--- src/rtl/pgr_pkg.sv ---
// Package: shared constants and helpers for the power-good/reset supervisor.
// Assumes a fixed channel count of four, matching the packed level-code field.
package pgr_pkg;
    localparam int unsigned NUM_CH   = 4;
    localparam int unsigned LVL_W    = 2;
    localparam int unsigned LVL_BUS  = NUM_CH * LVL_W;

    // Threshold code values, meaning is a fraction of the channel input
    typedef enum logic [LVL_W-1:0] {
        LVL_95P0 = 2'b00,
        LVL_92P5 = 2'b01,
        LVL_90P0 = 2'b10,
        LVL_87P5 = 2'b11
    } lvl_code_e;

    // True when every selected channel reports above-level
    function automatic logic masked_all_good(input logic [NUM_CH-1:0] flags,
                                             input logic [NUM_CH-1:0] mask);
        return &(flags | ~mask);
    endfunction
endpackage

--- src/rtl/pgr_hold_timer.sv ---
// Module: pgr_hold_timer
// Counts tick pulses while a condition holds; raises done after LIMIT ticks.
// Any cycle with the condition low clears the count and done at the next edge.
// Assumes LIMIT >= 1 and that tick is a one-cycle pulse synchronous to clk.
module pgr_hold_timer #(
    parameter int unsigned LIMIT = 100
) (
    input  logic clk,
    input  logic rst_n,
    input  logic tick,
    input  logic cond,
    output logic done
);
    localparam int unsigned CW = $clog2(LIMIT + 1);
    localparam logic [CW-1:0] LIM      = CW'(LIMIT);
    localparam logic [CW-1:0] LIM_LAST = CW'(LIMIT - 1);

    logic [CW-1:0] cnt;

    // Qualification counter and done flag; restart on any drop of cond
    always_ff @(posedge clk) begin
        if (!rst_n) begin
            cnt  <= '0;
            done <= 1'b0;
        end else if (!cond) begin
            cnt  <= '0;
            done <= 1'b0;
        end else if (tick && (cnt != LIM)) begin
            cnt <= cnt + 1'b1;
            if (cnt == LIM_LAST) begin
                done <= 1'b1;
            end
        end
    end

    // release only follows a counted tick under the condition
    a_r2_release_on_tick: assert property (@(posedge clk) disable iff (!rst_n)
        $rose(done) |-> ($past(tick) && $past(cond)));

    // counter never passes its limit, done implies the limit was reached
    a_r2_cnt_bound: assert property (@(posedge clk) disable iff (!rst_n)
        (cnt <= LIM) && (!done || (cnt == LIM)));

    // a low condition clears the window at the next edge
    a_r3_drop_clears: assert property (@(posedge clk) disable iff (!rst_n)
        !cond |=> (!done && (cnt == '0)));
endmodule

--- src/rtl/pgr_reset_ctrl.sv ---
// Module: pgr_reset_ctrl
// Builds the system reset: masked channel flags and manual reset form the
// hold condition, a hold timer supplies the timeout, and a failed condition
// asserts reset combinationally in the same cycle.
// Assumes mr_n is already synchronous to clk.
module pgr_reset_ctrl
    import pgr_pkg::*;
#(
    parameter int unsigned TIMEOUT = 200
) (
    input  logic              clk,
    input  logic              rst_n,
    input  logic              tick,
    input  logic [NUM_CH-1:0] above_thr,
    input  logic [NUM_CH-1:0] rst_mask,
    input  logic              mr_n,
    output logic              sys_rst_n
);
    logic hold_ok;
    logic timed_out;

    // Hold condition: manual reset released and every masked channel good
    always_comb begin
        hold_ok = mr_n && masked_all_good(above_thr, rst_mask);
    end

    pgr_hold_timer #(.LIMIT(TIMEOUT)) u_timeout (
        .clk   (clk),
        .rst_n (rst_n),
        .tick  (tick),
        .cond  (hold_ok),
        .done  (timed_out)
    );

    // Output gating: a failed condition overrides the timer at once
    always_comb begin
        sys_rst_n = timed_out && hold_ok && rst_n;
    end

    // manual reset low keeps the system in reset
    a_r8_mr_holds: assert property (@(posedge clk) disable iff (!rst_n)
        !mr_n |-> !sys_rst_n);

    // reset release needs the condition to have held at the prior edge
    a_r6_release_needs_hold: assert property (@(posedge clk) disable iff (!rst_n)
        $rose(sys_rst_n) |-> $past(hold_ok));

    generate
        if (TIMEOUT > 1) begin : g_mr_restart
            // the cycle after manual reset rises is still in reset
            a_r8_full_timeout: assert property (@(posedge clk) disable iff (!rst_n)
                $rose(mr_n) |=> !sys_rst_n);
        end
    endgenerate
endmodule

--- src/rtl/pgr_supervisor.sv ---
// Module: pgr_supervisor
// Top of the power-good and reset supervisor: one qualification timer per
// channel drives pg_out, a reset controller drives sys_rst_n, and the
// threshold codes pass through unchanged to the analog comparators.
// Assumes all inputs are synchronous to clk.
module pgr_supervisor
    import pgr_pkg::*;
#(
    parameter int unsigned PG_QUAL_TICKS     = 100,
    parameter int unsigned RST_TIMEOUT_TICKS = 200
) (
    input  logic                clk,
    input  logic                rst_n,
    input  logic                tick,
    input  logic [NUM_CH-1:0]   above_thr,
    input  logic [NUM_CH-1:0]   rst_mask,
    input  logic                mr_n,
    input  logic [LVL_BUS-1:0]  lvl_code_in,
    output logic [LVL_BUS-1:0]  lvl_code_out,
    output logic [NUM_CH-1:0]   pg_out,
    output logic                sys_rst_n
);
    // Threshold codes: configuration passed to the comparators
    always_comb begin
        lvl_code_out = lvl_code_in;
    end

    generate
        for (genvar ch = 0; ch < NUM_CH; ch++) begin : g_chan
            pgr_hold_timer #(.LIMIT(PG_QUAL_TICKS)) u_qual (
                .clk   (clk),
                .rst_n (rst_n),
                .tick  (tick),
                .cond  (above_thr[ch]),
                .done  (pg_out[ch])
            );
        end
    endgenerate

    pgr_reset_ctrl #(.TIMEOUT(RST_TIMEOUT_TICKS)) u_rst (
        .clk       (clk),
        .rst_n     (rst_n),
        .tick      (tick),
        .above_thr (above_thr),
        .rst_mask  (rst_mask),
        .mr_n      (mr_n),
        .sys_rst_n (sys_rst_n)
    );

    // reset state at the ports
    a_r1_reset_state: assert property (@(posedge clk)
        $past(!rst_n) && !rst_n |-> (pg_out == '0) && !sys_rst_n);
endmodule

--- config.mk ---
export PLATFORM = sky130hd
export DESIGN_NAME = pgr_supervisor
export DESIGN_NICKNAME = d
export VERILOG_FILES = /design/src/rtl/pgr_pkg.sv /design/src/rtl/pgr_hold_timer.sv /design/src/rtl/pgr_reset_ctrl.sv /design/src/rtl/pgr_supervisor.sv
export SDC_FILE = /design/constraint.sdc
export NUM_CORES = 1
export LEC_CHECK = 0
export ABC_CLOCK_PERIOD_IN_PS = 2370
export BUFFER_PORTS_ARGS = -buffer_cell sky130_fd_sc_hd__buf_4
export CORE_ASPECT_RATIO = 1.4
export CORE_MARGIN = 2
export CORE_UTILIZATION = 60
export DETAILED_ROUTE_END_ITERATION = 7
export PLACE_DENSITY_LB_ADDON = 0.1
export SETUP_SLACK_MARGIN = 0.2
export SLEW_MARGIN = 40
export SYNTH_ARGS = -nofsm -noshare
export SYNTH_HDL_FRONTEND = slang
export SYNTH_SLANG_ARGS = --single-unit
--- constraint.sdc ---
create_clock -name clk -period 2.37 [get_ports clk]
set_clock_uncertainty 0.05 [all_clocks]
set_input_delay 0.1185 -clock clk [delete_from_list [all_inputs] [get_ports clk]]
set_output_delay 0.1185 -clock clk [all_outputs]
set_load 0.03 [all_outputs]
==> metrics.txt <==
Worst setup SP type=input pin; first-pass GRT wire length=6600 µm; via count=1620; MaxCap Viol Count=0; setup ws final=0.816 ns; CP startpoint=rst_mask[0]; chip width=53.2 µm; Tmin final=1.55 ns; post-synth top area cell=dfxtp_1; top cell type's share of synthesized area=0.403; Iter 0 DRT Violations=30; total congestion overflow=0; core area=0.00332 mm²; Sequential Power Share=0.567; worst path required time=2.20 ns; critical path peak fanout=10; Resized Gates After CTS=0; complex-gate fraction of the synthesized area=0.148; Finished Cell Area=0.00218 mm²; Worst Hold Class=in -> reg; final routed DRC violation total=0; CTS tree=built; Worst-Margin Slew=0.462 ns; Tot GR Track Use=0.231; WL per Instance=13.2 µm; clock-pin slew on the worst setup and hold paths=0.08 ns; Syn Area/Cell=8.66 µm²; Fmax=0.644 GHz; Inserted Diodes=0; WP buf/inv=2; EDFF count, synth=0; GPL Wtd Cong=0.771; end of the worst register-to-register path=g_chan[0].u_qual.cnt[1]; Hold Path Stages=3; Post-Synth Simple-Gate Area=0.208; most frequent cells in the layout=dfxtp_1, nor2_1, a21oi_1; CP Depth=5; row count=25; WS Path Type=in -> out; Comb pwr share=0.062; Synthesis Warnings=0; critical-path cell list=buf_4 > a222oi_1 > o2111ai_2 > nor2_1 > buf_4; top_reg_cell synth=dfxtp_1; status=finished clean; clk sinks=41; register area share after synthesis=0.403; r2r worst-path depth=6; cts bufs inserted=5; WP data arrival=1.39 ns; Final Hold Slack=0.0458 ns; initial antenna violation count=0; top cells by area, synth=dfxtp_1, nor2_1, ha_1, a21oi_1, buf_4; Leak=0.791 nW; FF+latch count, synth=41; switch share=0.222; Die Y=72.9 µm; pwr dens=565 mW/mm²; starting density of the core=0.614; post-synthesis adder-cell area fraction=0.0615; final antenna-violating net count=0; vias in the first global route=1596; Port Buffers=16; ys async rst share=0; slew margin rel.=0.692; syn nets=265; clk buf depth=2; area of the die=0.00388 mm²; Top delay family on crit path=compound AO/OA/AOI/OAI gates; CP Capture Type=output port; Pre-antenna DRT Iters=4; worst r2r src=g_chan[0].u_qual.cnt[0]; pin count of the biggest net entering global routing=25; XOR/XNOR share of the synthesized area=0.0688; post-synth cell types=30; max incr delay on CP=0.44 ns; root buf cell=clkbuf_8; most frequent CP cell=buf_4; pre-CTS WS=0.808 ns; TNS Setup=0 ns; Final setup violation count=0; DRT Wirelength=3740 µm; final worst-path cycle share=0.656; Sw Pwr=0.000274 W; Final nets=273; vias per inst=5.72; share of cells above drive strength 1=0.132; Post-CTS Setup Inserts=0; Skew-Pair Late Insertion Delay=0.29 ns; placed cell area=0.00210 mm²; unrepaired setup endpoints after global routing=no; slowest CP cell=a222oi_1; Synth Instances=235; largest family of logic cells by synthesized area=simple AND/OR/NAND/NOR gates; Post-CTS Hold Buffers=0; Layout area overhead=7.19%; reg-to-reg setup timing slack=0.92 ns; part of the power in the clock network=0.371; Ports=33; mux contribution to synthesized area=0.0246; Synth Cell Area=0.00204 mm²; Pwr Total=0.00123 W; internal power=0.000958 W; H-tree levels=2; Worst setup endpoint=sys_rst_n; VDD IR max=365 µV; commonest non-fill, non-tap cell in the layout=dfxtp_1; final hold vios=0; DP HPWL=2850 µm; final slew viol count=0
[metal layers]
metal | GRT usage | share of wire
met5 | 0 | 0
met3 | 0.0574 | 0.037
met1 | 0.232 | 0.41
met2 | 0.428 | 0.54
met4 | 0.105 | 0.022
[synthesized netlist by cell type (2+ instances only)]
cell type and number:
a211oi_1 5, a21oi_1 22, a311oi_1 2, a31o_2 3
and4bb_2 4, buf_4 12, dfxtp_1 41, ha_1 10
inv_1 17, mux2i_1 5, nand2_1 18, nand3_1 2
nand4_1 13, nor2_1 39, nor3_1 3, o21ai_0 6
or3_1 6, xnor2_1 8, xor2_1 8
[how the worst min path moves through the flow]
| stage | start | endpoint | slack (ns) |
|---|---|---|---|
| 4_1_cts | above_thr[0] | g_chan[0].u_qual.cnt[3] | 0.04 |
| 5_1_grt | above_thr[0] | g_chan[0].u_qual.cnt[3] | 0.07 |
| 6_report | above_thr[0] | g_chan[0].u_qual.cnt[3] | 0.05 |
| 3_3_place_gp | lvl_code_in[3] | lvl_code_out[3] | 0.19 |
| 2_1_floorplan | above_thr[0] | g_chan[0].u_qual.cnt[3] | 0.23 |
| 3_5_place_dp | lvl_code_in[3] | lvl_code_out[3] | 0.19 |
[worst min-delay path: stages]
cell       delay [ns]
buf_4            0.09
o2111ai_1        0.09
o41ai_1          0.06
[per-stage QoR]
| step | instances | utilization |
|---|---|---|
| after detailed placement | 276 | 0.632 |
| after global placement | 276 | 0.632 |
| after global routing | 283 | 0.658 |
| after CTS | 283 | 0.658 |
| final | 283 | 0.658 |
| after floorplan | 235 | - |
[power groups by stage]
stage | Clock [W] | Sequential (W) | Combinational, W
after CTS | 0.000472 | 0.000699 | 0.0000773
after floorplan | 0 | 0.000714 | 0.0000740
after detailed placement | 0 | 0.000715 | 0.0000772
after global routing | 0.000495 | 0.000699 | 0.0000850
after global placement | 0 | 0.000714 | 0.0000732
final | 0.000457 | 0.000699 | 0.0000766
[kinds of logic (layout without fill, tap and decap cells)]
| kind of cell | after synthesis | in the layout |
|---|---|---|
| compound gates | 44 | 44 |
| xor+xnor | 16 | 16 |
| fa+ha+maj | 10 | 10 |
| buf+inv | 32 | 40 |
| flops | 41 | 41 |
| mux | 5 | 5 |
| simple gates | 87 | 87 |
[flip-flops by register name, indices dropped and copies added (netlist names)]
| signal | count |
|---|---|
| g_chan.u_qual.cnt | 28 |
| g_chan.u_qual.done | 4 |
| u_rst.u_timeout.cnt | 8 |
| u_rst.u_timeout.done | 1 |
[area by class of cell]
class,count,area [µm²]
Fill cell,299,1130
Tap cell,40,50.0
Inverter,17,63.8
Clock buffer,7,86.3
Timing Repair Buffer,16,120
Sequential cell,41,821
Multi-Input combinational cell,162,1040
Power figures use the tool's default switching activity.
